`src/rtl/ddr_cmd_pkg.sv`:
```
`timescale 1ns/1ps
package ddr_cmd_pkg;

  typedef enum logic [2:0] {
    CMD_NOP = 3'd0,
    CMD_ACT = 3'd1,
    CMD_RD  = 3'd2,
    CMD_WR  = 3'd3,
    CMD_PRE = 3'd4,
    CMD_MRS = 3'd5,
    CMD_REF = 3'd6,
    CMD_SRE = 3'd7
  } cmd_e;

  typedef enum logic [1:0] {
    PWR_ON    = 2'd0,
    PWR_PREPD = 2'd1,
    PWR_ACTPD = 2'd2,
    PWR_SELF  = 2'd3
  } pwr_e;

  // strobes from control to datapath
  typedef struct packed {
    cmd_e cmd;
    logic takeBank;
    logic takeRow;
    logic takeCol;
    logic takeOp;
    logic autoPre;
    logic chop;
    logic allBank;
    logic mr1Load;
    logic odtGate;
  } strobe_t;

endpackage

```
`src/rtl/ddr_cmd_ctrl.sv`:
```
`timescale 1ns/1ps
module ddr_cmd_ctrl
  import ddr_cmd_pkg::*;
#(
  parameter int BANKS   = 8,
  parameter int BA_W    = 3,
  parameter int ADDR_W  = 15,
  parameter int AP_BIT  = 10,
  parameter int BC_BIT  = 12,
  parameter int MR1_IDX = 1
) (
  input  logic              clk,
  input  logic              rstN,
  input  logic              cke,
  input  logic              csN,
  input  logic              rasN,
  input  logic              casN,
  input  logic              weN,
  input  logic [BA_W-1:0]   ba,
  input  logic [ADDR_W-1:0] addr,
  output strobe_t           stb,
  output pwr_e              pwrState,
  output logic              protoErr
);

  localparam logic [BA_W-1:0] MR1_SEL = BA_W'(MR1_IDX);

  cmd_e             rawCmd;
  pwr_e             pwrNext;
  logic [BANKS-1:0] bankOpen;
  logic [BANKS-1:0] openNext;
  logic [BANKS-1:0] bankHit;
  logic             allIdle;
  logic             hitOpen;
  logic             errSet;

  // one-hot select of the addressed bank
  for (genvar b = 0; b < BANKS; b++) begin : g_hit
    assign bankHit[b] = (ba == BA_W'(b));
  end

  assign allIdle = ~|bankOpen;
  assign hitOpen = |(bankOpen & bankHit);

  always_comb begin
    rawCmd = CMD_NOP;
    if (!csN) begin
      case ({rasN, casN, weN})
        3'b011:  rawCmd = CMD_ACT;
        3'b101:  rawCmd = CMD_RD;
        3'b100:  rawCmd = CMD_WR;
        3'b010:  rawCmd = CMD_PRE;
        3'b000:  rawCmd = CMD_MRS;
        3'b001:  rawCmd = CMD_REF;
        default: rawCmd = CMD_NOP;
      endcase
    end
  end

  always_comb begin
    stb      = '0;
    stb.cmd  = CMD_NOP;
    pwrNext  = pwrState;
    openNext = bankOpen;
    errSet   = 1'b0;
    if (pwrState != PWR_ON) begin
      if (cke) pwrNext = PWR_ON;
    end else if (!cke) begin
      if (rawCmd == CMD_REF && allIdle) begin
        pwrNext = PWR_SELF;
        stb.cmd = CMD_SRE;
      end else if (allIdle) begin
        pwrNext = PWR_PREPD;
      end else begin
        pwrNext = PWR_ACTPD;
      end
    end else begin
      case (rawCmd)
        CMD_ACT: begin
          stb.cmd      = CMD_ACT;
          stb.takeBank = 1'b1;
          stb.takeRow  = 1'b1;
          openNext     = bankOpen | bankHit;
        end
        CMD_RD, CMD_WR: begin
          if (hitOpen) begin
            stb.cmd      = rawCmd;
            stb.takeBank = 1'b1;
            stb.takeCol  = 1'b1;
            stb.autoPre  = addr[AP_BIT];
            stb.chop     = ~addr[BC_BIT];
            if (addr[AP_BIT]) openNext = bankOpen & ~bankHit;
          end else begin
            errSet = 1'b1;
          end
        end
        CMD_PRE: begin
          stb.cmd = CMD_PRE;
          if (addr[AP_BIT]) begin
            stb.allBank = 1'b1;
            openNext    = '0;
          end else begin
            stb.takeBank = 1'b1;
            openNext     = bankOpen & ~bankHit;
          end
        end
        CMD_MRS: begin
          stb.cmd      = CMD_MRS;
          stb.takeBank = 1'b1;
          stb.takeOp   = 1'b1;
          stb.mr1Load  = (ba == MR1_SEL);
        end
        CMD_REF: stb.cmd = CMD_REF;
        default: stb.cmd = CMD_NOP;
      endcase
    end
    stb.odtGate = (pwrNext != PWR_SELF);
  end

  always_ff @(posedge clk or negedge rstN) begin
    if (!rstN) begin
      pwrState <= PWR_ON;
      bankOpen <= '0;
      protoErr <= 1'b0;
    end else begin
      pwrState <= pwrNext;
      bankOpen <= openNext;
      protoErr <= protoErr | errSet;
    end
  end


  sticky_err_chk: assert property (@(posedge clk) disable iff (!rstN)
    protoErr |=> protoErr);


  all_close_chk: assert property (@(posedge clk) disable iff (!rstN)
    stb.allBank |=> (bankOpen == '0));


  self_idle_chk: assert property (@(posedge clk) disable iff (!rstN)
    (pwrState == PWR_SELF) |-> (bankOpen == '0));


  act_pd_open_chk: assert property (@(posedge clk) disable iff (!rstN)
    (pwrState == PWR_ACTPD) |-> (bankOpen != '0));

endmodule

```
`src/rtl/ddr_cmd_dpath.sv`:
```
`timescale 1ns/1ps
module ddr_cmd_dpath
  import ddr_cmd_pkg::*;
#(
  parameter int BA_W    = 3,
  parameter int ADDR_W  = 15,
  parameter int COL_W   = 10,
  parameter int TERM_B0 = 2,
  parameter int TERM_B1 = 6,
  parameter int TERM_B2 = 9
) (
  input  logic              clk,
  input  logic              rstN,
  input  strobe_t           stb,
  input  logic [BA_W-1:0]   ba,
  input  logic [ADDR_W-1:0] addr,
  input  logic              odt,
  output cmd_e              cmdOut,
  output logic [BA_W-1:0]   bankOut,
  output logic [ADDR_W-1:0] rowOut,
  output logic [COL_W-1:0]  colOut,
  output logic [ADDR_W-1:0] opOut,
  output logic              apOut,
  output logic              bcOut,
  output logic              allBankOut,
  output logic              odtEff
);

  localparam logic [ADDR_W-1:0] TERM_MASK =
    (ADDR_W'(1) << TERM_B0) | (ADDR_W'(1) << TERM_B1) | (ADDR_W'(1) << TERM_B2);

  logic termOn;
  logic termNext;

  assign termNext = stb.mr1Load ? |(addr & TERM_MASK) : termOn;

  always_ff @(posedge clk or negedge rstN) begin
    if (!rstN) begin
      cmdOut     <= CMD_NOP;
      bankOut    <= '0;
      rowOut     <= '0;
      colOut     <= '0;
      opOut      <= '0;
      apOut      <= 1'b0;
      bcOut      <= 1'b0;
      allBankOut <= 1'b0;
      termOn     <= 1'b0;
      odtEff     <= 1'b0;
    end else begin
      cmdOut     <= stb.cmd;
      bankOut    <= stb.takeBank ? ba : '0;
      rowOut     <= stb.takeRow ? addr : '0;
      colOut     <= stb.takeCol ? addr[COL_W-1:0] : '0;
      opOut      <= stb.takeOp ? addr : '0;
      apOut      <= stb.autoPre;
      bcOut      <= stb.chop;
      allBankOut <= stb.allBank;
      termOn     <= termNext;
      odtEff     <= odt & termNext & stb.odtGate;
    end
  end

endmodule

```
`src/rtl/ddr_cmd_decoder.sv`:
```
`timescale 1ns/1ps
module ddr_cmd_decoder
  import ddr_cmd_pkg::*;
#(
  parameter int BANKS  = 8,
  parameter int ADDR_W = 15,
  parameter int COL_W  = 10,
  localparam int BA_W  = (BANKS > 1) ? $clog2(BANKS) : 1
) (
  input  logic              clk,
  input  logic              rstN,
  input  logic              cke,
  input  logic              csN,
  input  logic              rasN,
  input  logic              casN,
  input  logic              weN,
  input  logic              odt,
  input  logic [BA_W-1:0]   ba,
  input  logic [ADDR_W-1:0] addr,
  output logic [2:0]        cmdOut,
  output logic [BA_W-1:0]   bankOut,
  output logic [ADDR_W-1:0] rowOut,
  output logic [COL_W-1:0]  colOut,
  output logic [ADDR_W-1:0] opOut,
  output logic              apOut,
  output logic              bcOut,
  output logic              allBankOut,
  output logic              odtEff,
  output logic [1:0]        pwrState,
  output logic              protoErr
);

  strobe_t stb;
  pwr_e    pwrQ;
  cmd_e    cmdQ;

  ddr_cmd_ctrl #(
    .BANKS (BANKS),
    .BA_W  (BA_W),
    .ADDR_W(ADDR_W)
  ) u_ctrl (
    .clk     (clk),
    .rstN    (rstN),
    .cke     (cke),
    .csN     (csN),
    .rasN    (rasN),
    .casN    (casN),
    .weN     (weN),
    .ba      (ba),
    .addr    (addr),
    .stb     (stb),
    .pwrState(pwrQ),
    .protoErr(protoErr)
  );

  ddr_cmd_dpath #(
    .BA_W  (BA_W),
    .ADDR_W(ADDR_W),
    .COL_W (COL_W)
  ) u_dpath (
    .clk       (clk),
    .rstN      (rstN),
    .stb       (stb),
    .ba        (ba),
    .addr      (addr),
    .odt       (odt),
    .cmdOut    (cmdQ),
    .bankOut   (bankOut),
    .rowOut    (rowOut),
    .colOut    (colOut),
    .opOut     (opOut),
    .apOut     (apOut),
    .bcOut     (bcOut),
    .allBankOut(allBankOut),
    .odtEff    (odtEff)
  );

  assign cmdOut   = cmdQ;
  assign pwrState = pwrQ;


  cs_mask_chk: assert property (@(posedge clk) disable iff (!rstN)
    csN |=> (cmdQ == CMD_NOP));


  self_odt_chk: assert property (@(posedge clk) disable iff (!rstN)
    (pwrQ == PWR_SELF) |-> !odtEff);


  self_quiet_chk: assert property (@(posedge clk) disable iff (!rstN)
    (pwrQ == PWR_SELF) |-> (cmdQ == CMD_NOP || cmdQ == CMD_SRE));

endmodule

```
`config.mk`:
```
export PLATFORM = sky130hd
export DESIGN_NAME = ddr_cmd_decoder
export DESIGN_NICKNAME = d
export VERILOG_FILES = /design/src/rtl/ddr_cmd_pkg.sv /design/src/rtl/ddr_cmd_ctrl.sv /design/src/rtl/ddr_cmd_dpath.sv /design/src/rtl/ddr_cmd_decoder.sv
export SDC_FILE = /design/constraint.sdc
export NUM_CORES = 1
export LEC_CHECK = 0
export CAP_MARGIN = 0
export CORE_MARGIN = 3
export CORE_UTILIZATION = 61
export CTS_BUF_LIST = sky130_fd_sc_hd__clkbuf_16
export DETAILED_ROUTE_END_ITERATION = 16
export DONT_BUFFER_PORTS = 1
export PLACE_DENSITY = 0.87
export SLEW_MARGIN = 25
export SYNTH_ARGS = -nofsm -noshare
export SYNTH_HDL_FRONTEND = slang
export SYNTH_SLANG_ARGS = --single-unit
```
`constraint.sdc`:
```
create_clock -name clk -period 2.3 [get_ports clk]
set_input_delay 0.115 -clock clk [delete_from_list [all_inputs] [get_ports clk]]
set_output_delay 0.115 -clock clk [all_outputs]
set_load 0.005 [all_outputs]
```
## After elaboration in Yosys (flattened, before gate mapping)

Index checks and enable logic that the tools add are counted.

| operators by class | value |
|---|---|
| multiplexer cells | 37 |
| eq/ne operators | 21 |
| reduce and logical (&&, ||, !) cells | 12 |
| magnitude comparators | 0 |
| multipliers | 0 |
| $add $sub $neg | 0 |
| shift-type cells | 0 |
| bitwise gates (word level) | 9 |
| div/mod/pow operators | 0 |

Operator list:

| operator | number |
|---|---|
| 8-bit two-way mux | 4 |
| 15-bit two-way mux | 2 |
| 3-bit == test, second input constant | 9 |
| 8-bit case mux with 3 select lines | 1 |
| 3-bit by 2-bit == test with 1-bit output, second input constant | 6 |
| 3-bit case mux with 6 select lines | 1 |
| 8-bit AND | 2 |
| 8-bit OR reduction | 2 |
| 3-bit case mux with 5 select lines | 1 |
| 2-bit two-way mux | 7 |
| 1-bit two-way mux | 13 |
| 3-bit two-way mux | 4 |
| 11-bit two-way mux | 1 |
| 10-bit two-way mux | 1 |
| 3-bit by 1-bit == test with 1-bit output, second input constant | 3 |
| 8-bit NOT | 1 |
| 8-bit bitwise OR | 1 |
| 3-bit zero test | 2 |
| 5-bit AND reduction | 1 |
| 4-bit two-way mux | 1 |
| 2-bit inequality test, second input constant | 2 |
| 2-bit OR reduction | 2 |
| 1-bit case mux with 3 select lines | 1 |
| 3-bit nonzero test | 1 |
| 8 further kinds | 10 |

| word-level totals | value |
|---|---|
| word-level logic and storage cells | 92 |
| flip-flop bits (word level) | 62 |
| bits in latches | 0 |
| bits in read-only memories | 0 |
| RAM bits | 0 |
| memories | 0 |

## Depth between registers and ports, before layout

Gate-level depths: netlist (run 1).

| depth | value |
|---|---|
| depth in word-level cells | 11 |
| gate-level depth with buffers | 6 |

## Modules after synthesis

Synthesis (run 1) repeated with hierarchy kept, for this count alone.

| second synthesis, totals | value |
|---|---|
| cells, all modules | 211 |
| area total of the unflattened synthesis | 2546.2 um^2 |

By module, submodules not included:

| module | cells each | area each (um^2) | times used |
|---|---|---|---|
| ddr_cmd_dpath | 101 | 1590.3 | 1 |
| ddr_cmd_ctrl | 110 | 955.9 | 1 |

## Least setup slack after synthesis (run 1)

Ideal clock, no wire load.

| path | value |
|---|---|
| path type | register to register |
| from | register u_ctrl.bankOpen[0] |
| to | register u_dpath.odtEff |
| arrival time | 1455 ps |
| data required time | 2180 ps |
| period minus slack after synthesis | 1575 ps |
| buffers on the path | 0 |
| cell stages (with the launch flop) | 5 |
| setup slack | 725 ps |
| path through | dfrtp_1 -> or4_1 -> nor3_1 -> a21oi_1 -> o211a_1 |

| on the way | value |
|---|---|
| word-level cells in the longest chain between the ends | 8 |

RTL lines:

| item | RTL line | RTL |
|---|---|---|
| start: declaration | ddr_cmd_ctrl.sv:30 | `logic [BANKS-1:0] bankOpen;` |
| start signal: assignment | ddr_cmd_ctrl.sv:127 | `bankOpen <= openNext;` |
| 8-bit OR reduction (*) | ddr_cmd_ctrl.sv:42 | `assign allIdle = ~\|bankOpen;` |
| 1-bit zero test | ddr_cmd_ctrl.sv:42 |  |
| 1-bit logical AND | ddr_cmd_ctrl.sv:69 | `if (rawCmd == CMD_REF && allIdle) begin` |
| 2-bit two-way mux (*) | ddr_cmd_ctrl.sv:69 |  |
| 2-bit two-way mux (*) | ddr_cmd_ctrl.sv:68 | `end else if (!cke) begin` |
| 2-bit two-way mux (*) | ddr_cmd_ctrl.sv:66 | `if (pwrState != PWR_ON) begin` |
| 2-bit inequality test (*) | ddr_cmd_ctrl.sv:117 | `stb.odtGate = (pwrNext != PWR_SELF);` |
| 1-bit AND (*) | ddr_cmd_dpath.sv:59 | `odtEff <= odt & termNext & stb.odtGate;` |
| end signal: assignment | ddr_cmd_dpath.sv:59 |  |
| end: declaration | ddr_cmd_dpath.sv:26 | `output logic odtEff` |

Mark *: on every way between the ends. The rest lies on a longest branch, timed or not.
A chain may end at the register's enable or synchronous reset.

## Worst setup path in the final report (run 1)

| path | value |
|---|---|
| from | register u_ctrl.bankOpen[5] |
| to | register u_dpath.colOut[0] |

| on the way | value |
|---|---|
| word-level cells in the longest chain between the ends | 7 |

RTL lines:

| item | RTL line | RTL |
|---|---|---|
| 8-bit AND | ddr_cmd_ctrl.sv:43 | `assign hitOpen = \|(bankOpen & bankHit);` |
| 8-bit OR reduction | ddr_cmd_ctrl.sv:43 |  |
| 1-bit two-way mux | ddr_cmd_ctrl.sv:86 | `if (hitOpen) begin` |
| 1-bit two-way mux | ddr_cmd_ctrl.sv:78 | `case (rawCmd)` |
| 8-bit two-way mux | ddr_cmd_ctrl.sv:68 |  |
| 11-bit two-way mux | ddr_cmd_ctrl.sv:66 |  |
| 10-bit two-way mux | ddr_cmd_dpath.sv:53 | `colOut <= stb.takeCol ? addr[COL_W-1:0] : '0;` |
| end signal: assignment | ddr_cmd_dpath.sv:53 |  |
| end: declaration | ddr_cmd_dpath.sv:21 | `output logic [COL_W-1:0] colOut,` |

Every way passes these cells.

==> impl_metrics.ini, run 1 <==
[floorplan]
die_h_um = 69.7
die-width_um = 69.7
initial_utilization_pct = 65.2
design.die.area_um2 = 4860
row_count = 22
ios = 79
core-area_um2 = 3800

[yosys]
ys_types = 41
syn_inst = 209
synth-edff-count = 0
synth_area_leaders = dfrtp_1 63%, and2_1 11%, o221ai_1 1.8%
synthArstFlopShare_pct = 100
synth_area_um2 = 2480
seq_area_frac_synth_pct = 62.7
synthFlopType = dfrtp_1
synth_top_area_share_pct = 62.7
yosysTopAreaCell = dfrtp_1
synth_nets = 235
avgSynthCellArea_um2 = 11.8
synth-seq-cells = 62
yosys_warnings = 0

[min_path]
hold_depth = 2
min_path_type = input port to flop

[timing]
setup_tns_ps = 0
fin_crit_ps = 1770
setup_violations = 0
post-route-period-util_pct = 76.9
hold_violations = 0
max_freq_mhz = 566
skew_ps = 6.28
tightest_slew_ps = 663
finalMaxSlewViolations = 0
rsz0062_at_grt = no
slew_headroom_pct = 55.8

[global_route]
grt_pass1_vias = 1826
grtUsageTotal_pct = 26.1
grt_pass1_wl_mm = 9.70
overflow = 0
grt.met3_usage_pct = 8.41
grt_max_degree = 63
use_met2_pct = 41.8
antenna_found_initial = 0
busiest_layer = met2
use_met1_pct = 32.7

[setup_path]
end_kind = flop
cp_slowest_cell = mux4_2
crit_fanout = 10
worstRegToRegCells = 4
cp.required_ps = 2540
worst_ep_arrival_time_ps = 2010
critPathBufInv = 0
cp_top_family = multiplexers
reg2reg_setup_slack_ps = 530
crit_type = flop to flop
cpPeakStageDelay_ps = 580
startpoint_type = flop
cp.depth = 4
crit_path_cell_trace = mux2i_1 -> mux4_2 -> nor2_2 -> and2_1

[detailed_routing]
vias = 1745
final_antenna_net_count = 0
wl_per_cell_um = 20.1
drt_iter0_markers = 162
routed_wl_mm = 5.88
vias_per_cell = 5.96
drc_errors = 0
drt_pre_antenna_iters = 4

[layout]
instances_no_fill = 293
design_area_um2 = 3100
nets = 266
antenna_cells = 0
drive_gt1_share_pct = 11.8
area_growth_pct = 25.2
final_util_pct = 81.6

[job]
maxCapViolations = 0

[cts]
ctsResizeCount = 0
cts_tree = yes
cts_buffers = 9
cts_buffer_depth = 2
htreeDepth = 3
clk_pin_slew_ps = 50
ctsHoldBuffers = 25
cts_num_sinks = 62
cts_setup_buffers = 0
clk_latency_ps = 320
cts_root_buf = clkbuf_16

[place]
portBuffers = 0
placed_cell_area_um2 = 2520
place_inst = 252
place_hpwl_mm = 3.48
place.gp.congestion = 0.828

[pwr]
power.density_nw_per_um2 = 897
peakVddDrop_v = 0.000512
p_leak_nw = 1.47

[outcome]
status = finished clean
[placed cells by master, fill, tap and decap left out, types with 3 or more instances in the layout]
master          n
clkbuf_16       9
nand2_1        10
o221ai_1        5
mux2i_1         4
nand3_1         7
nor2_1          9
a31oi_1         3
nand3b_1        3
dfrtp_1        62
a21oi_1         4
inv_1           8
nor3_1          5
nor3b_1         3
o21ai_0         3
buf_4           3
dlygate4sd3_1  24
and2_1         44
[through the flow]
| stage | hold slack, ps | power, mW | worst slack, ps |
|---|---|---|---|
| 2_1_floorplan | -181 | 1.31 | 725 |
| 3_3_place_gp | -179 | 1.32 | 646 |
| 3_5_place_dp | -179 | 1.33 | 594 |
| 4_1_cts | 1.69 | 2.79 | 545 |
| 5_1_grt | 19.5 | 2.89 | 458 |
| 6_report | 6.38 | 2.78 | 532 |
[sequential cells by signal, indices dropped and copies added (netlist names)]
signal and flops:
u_dpath.bcOut 1, u_ctrl.bankOpen 8, u_dpath.allBankOut 1, u_dpath.rowOut 15
u_dpath.odtEff 1, u_ctrl.pwrState 2, u_dpath.apOut 1, u_ctrl.protoErr 1
u_dpath.cmdOut 3, u_dpath.opOut 15, u_dpath.termOn 1, u_dpath.bankOut 3
u_dpath.colOut 10
[power by group]
part / leakage (nW) / switching [mW] / total (mW) / internal [mW]
registers: 0.826 / 0.0478 / 1.19 / 1.14
logic: 0.493 / 0.0991 / 0.199 / 0.0997
clock network: 0.150 / 0.454 / 1.39 / 0.939
[cell usage after synthesis, drive strengths merged (2+ instances only)]
master	count
a21oi	4
or3	2
inv	8
nor3	6
a31oi	3
buf	2
and2	44
nand2	10
o21ai	5
nor3b	4
o221ai	5
nand4	2
nand2b	2
nor4	2
dfrtp	62
or4	2
nand3b	3
or3b	3
nor2	10
or4b	2
clkbuf	6
mux2i	4
nand3	7
[cell type report]
class / count / area, um2
clock buffers: 9 / 225
clock inverters: 7 / 88.8
fillers: 200 / 698
inverters: 8 / 30.0
multi-input cells: 131 / 855
flip-flops and latches: 62 / 1550
well taps: 48 / 60.1
repair buffers: 28 / 290
[cell families (layout without fill, tap and decap cells)]
group | count (synthesis) | count (layout) | synth area share (%)
buffers and inverters | 16 | 52 | 2.83
DFF | 62 | 62 | 62.7
AOI/OAI and AO/OA | 24 | 24 | 6.87
and+or+nand+nor | 101 | 101 | 24.7
muxes | 6 | 6 | 2.98
[final timing paths]
check	start	end
worst max-delay path	u_ctrl.bankOpen[5]$_DFFE_PN0P_	u_dpath.colOut[0]$_DFF_PN0_
worst min-delay path	rasN	u_dpath.cmdOut[0]$_DFF_PN0_
worst max register to register	u_ctrl.bankOpen[5]$_DFFE_PN0P_	u_dpath.colOut[0]$_DFF_PN0_
worst min register to register	u_dpath.termOn$_DFF_PN0_	u_dpath.termOn$_DFF_PN0_
max in group asynchronous	rstN	u_dpath.rowOut[11]$_DFF_PN0_
min in group asynchronous	rstN	u_dpath.rowOut[7]$_DFF_PN0_
[layer usage]
| layer | routed length [um] | share of wire [%] | vias up |
|---|---|---|---|
| li1 | - | - | 776 |
| met1 | 2300 | 39 | 859 |
| met2 | 2980 | 51 | 100 |
| met3 | 497 | 8.5 | 10 |
| met4 | 101 | 1.7 | 0 |
| met5 | 0 | 0 | - |
(Power assumes the default switching activity.)
==> inputs of run 2 (changes only) <==
--- a/config.mk
+++ b/config.mk
@@ -7,11 +7,11 @@
 export LEC_CHECK = 0
 export CAP_MARGIN = 0
 export CORE_MARGIN = 3
-export CORE_UTILIZATION = 61
+export CORE_UTILIZATION = 55
 export CTS_BUF_LIST = sky130_fd_sc_hd__clkbuf_16
 export DETAILED_ROUTE_END_ITERATION = 16
 export DONT_BUFFER_PORTS = 1
-export PLACE_DENSITY = 0.87
+export PLACE_DENSITY = 0.83
 export SLEW_MARGIN = 25
 export SYNTH_ARGS = -nofsm -noshare
 export SYNTH_HDL_FRONTEND = slang
==> constraint.sdc (replaced) <==
create_clock -name clk -period 1.4 [get_ports clk]
set_input_delay 0.07 -clock clk [delete_from_list [all_inputs] [get_ports clk]]
set_output_delay 0.07 -clock clk [all_outputs]
set_load 0.005 [all_outputs]
==> impl_metrics.ini, run 2 (synthesis results as in run 1) <==
[cts]
clk_latency_ps = 320
cts_buffers = 9
clk_pin_slew_ps = 50
cts_root_buf = clkbuf_16
cts_num_sinks = 62
htreeDepth = 3
cts_tree = yes
cts_buffer_depth = 2

[timing]
skew_ps = 4.43
slew_headroom_pct = 74.9
hold_slack_ps = -561
max_freq_mhz = 601
setup_slack_ps = -264
rsz0062_at_grt = yes
hold_violations = 63
fin_crit_ps = 1660
finalMaxSlewViolations = 0
post-route-period-util_pct = 119
setup_violations = 54
tightest_slew_ps = 375

[floorplan]
design.die.area_um2 = 5340
core-area_um2 = 4170
initial_utilization_pct = 59.3
die-width_um = 73.1
row_count = 23
die_h_um = 73.1
ios = 79

[place]
pre_cts_ws_ps = -231
place.gp.congestion = 0.780
place_hpwl_mm = 3.52
placed_cell_area_um2 = 2720
portBuffers = 0

[setup_path]
crit_top_cell = buf_6
cpPeakStageDelay_ps = 570
cp-endpoint = u_dpath.colOut[5]$_DFF_PN0_
worstRegToRegCells = 6
cp.required_ps = 1670
crit_path_cell_trace = mux2i_1 -> mux4_2 -> buf_6 -> nor2_4 -> buf_6 -> and2_4
reg2reg_setup_slack_ps = -260
end_kind = flop
crit_type = flop to flop
cp_slowest_cell = mux4_2
cp.depth = 6
cp_top_family = multiplexers
worstReg2RegStart = u_ctrl.bankOpen[0]$_DFFE_PN0P_
critPathBufInv = 2
startpoint_type = flop
crit_path_start = u_ctrl.bankOpen[0]$_DFFE_PN0P_
rr_endpoint = u_dpath.colOut[5]$_DFF_PN0_
crit_fanout = 6
worst_ep_arrival_time_ps = 1930

[global_route]
grt_max_degree = 63
overflow = 0
use_met1_pct = 30.7
grt_pass1_vias = 2004
antenna_found_initial = 0
busiest_layer = met2
grtUsageTotal_pct = 27.1
grt.met3_usage_pct = 9.50
grt_pass1_wl_mm = 10.4
use_met2_pct = 45.6

[layout]
final_cell_mix = 60 x dfrtp_1, 30 x and2_1, 25 x dlygate4sd3_1
reg_top3 = u_dpath.opOut: 15 flops, u_dpath.rowOut: 15 flops, u_dpath.colOut: 10 flops
design_area_um2 = 3530
area_growth_pct = 42.6
nets = 294
antenna_cells = 0
final_common_cell = dfrtp_1
drive_gt1_share_pct = 33.3

[detailed_routing]
drt_pre_antenna_iters = 4
wl_per_cell_um = 20.5
vias_per_cell = 5.82
routed_wl_mm = 6.62
drc_errors = 0
vias = 1879
drt_iter0_markers = 88
final_antenna_net_count = 0

[min_path]
min_path_type = input port to async pin

[pwr]
p_leak_nw = 1.69
power.switching_mw = 1.03
p_clk_share_pct = 49.6
power.density_nw_per_um2 = 1400
p_int_mw = 3.91
sequentialPowerShare_pct = 39.5
power_frac_comb_pct = 10.9
switching_share_pct = 20.9
peakVddDrop_v = 0.000970

[outcome]
status = complete, but fails checks
violations = negative hold slack, negative setup slack

[job]
maxCapViolations = 0
run 2: cell count changes in the layout (fill, tap and decap cells not counted), moves of 3 or more:
cell      change
buf_4        +18
o221ai_1      -5
inv_1         +3
o221ai_2      +5
nor3_4        +3
nor3_1        -4
and2_1       -14
buf_6         +8
and2_4       +14
run 2: cell type report:
type	instances	area [um2]
Clock inverter	7	106
Timing Repair Buffer	56	538
Tap cell	50	62.6
Clock buffer	9	225
Multi-Input combinational cell	131	1020
Fill cell	194	641
Inverter	8	30.0
Sequential cell	62	1550
run 2: worst register-to-register path: stages (launching register included):
cell	delay [ps]
dfrtp_1	410
mux2i_1	90
mux4_2	570
buf_6	170
nor2_4	100
buf_6	130
and2_4	140
run 2: how the worst min path moves through the flow:
stage | start | endpoint | slack, ps
after floorplan | rstN | u_ctrl.bankOpen[0]$_DFFE_PN0P_ | -230
after global placement | rstN | u_dpath.colOut[5]$_DFF_PN0_ | -220
after detailed placement | rstN | u_dpath.colOut[5]$_DFF_PN0_ | -220
after CTS | rstN | u_dpath.colOut[5]$_DFF_PN0_ | -570
after global routing | rstN | u_dpath.opOut[4]$_DFF_PN0_ | -580
final | rstN | u_dpath.rowOut[5]$_DFF_PN0_ | -560
run 2: timing repair:
action	4_1_cts	5_1_grt
resized for setup	10	29
pin swaps	5	7
setup endpoints to repair	54	61
setup buffers	8	2
hold endpoints to repair	117	69
hold buffers	21	4
cloned	0	0
run 2: per-stage QoR:
step | power (mW) | util (%) | cells | TNS, ps | hold WS [ps]
after floorplan | 2.17 | - | 209 | -1480 | -226
after global placement | 2.26 | 65.1 | 272 | -3150 | -224
final | 4.94 | 84.6 | 323 | -6750 | -561
after global routing | 5.11 | 84.6 | 323 | -10230 | -580
after CTS | 4.86 | 80.4 | 317 | -5520 | -567
after detailed placement | 2.28 | 65.1 | 272 | -4690 | -224
run 2: metal layers:
| layer | wire length, um | share of wire (%) | vias up |
|---|---|---|---|
| met5 | 0 | 0 | - |
| met4 | 154 | 2.3 | 0 |
| met3 | 487 | 7.4 | 17 |
| met2 | 3470 | 52 | 88 |
| met1 | 2510 | 38 | 941 |
| li1 | - | - | 833 |
run 2: power groups by stage:
stage               logic (mW)  clock network, mW  registers [mW]
CTS                      0.458               2.46            1.94
detailed placement       0.301                  0            1.98
global placement         0.286                  0            1.97
finish                   0.541               2.45            1.95
global route             0.584               2.57            1.96
floorplan                0.212                  0            1.96
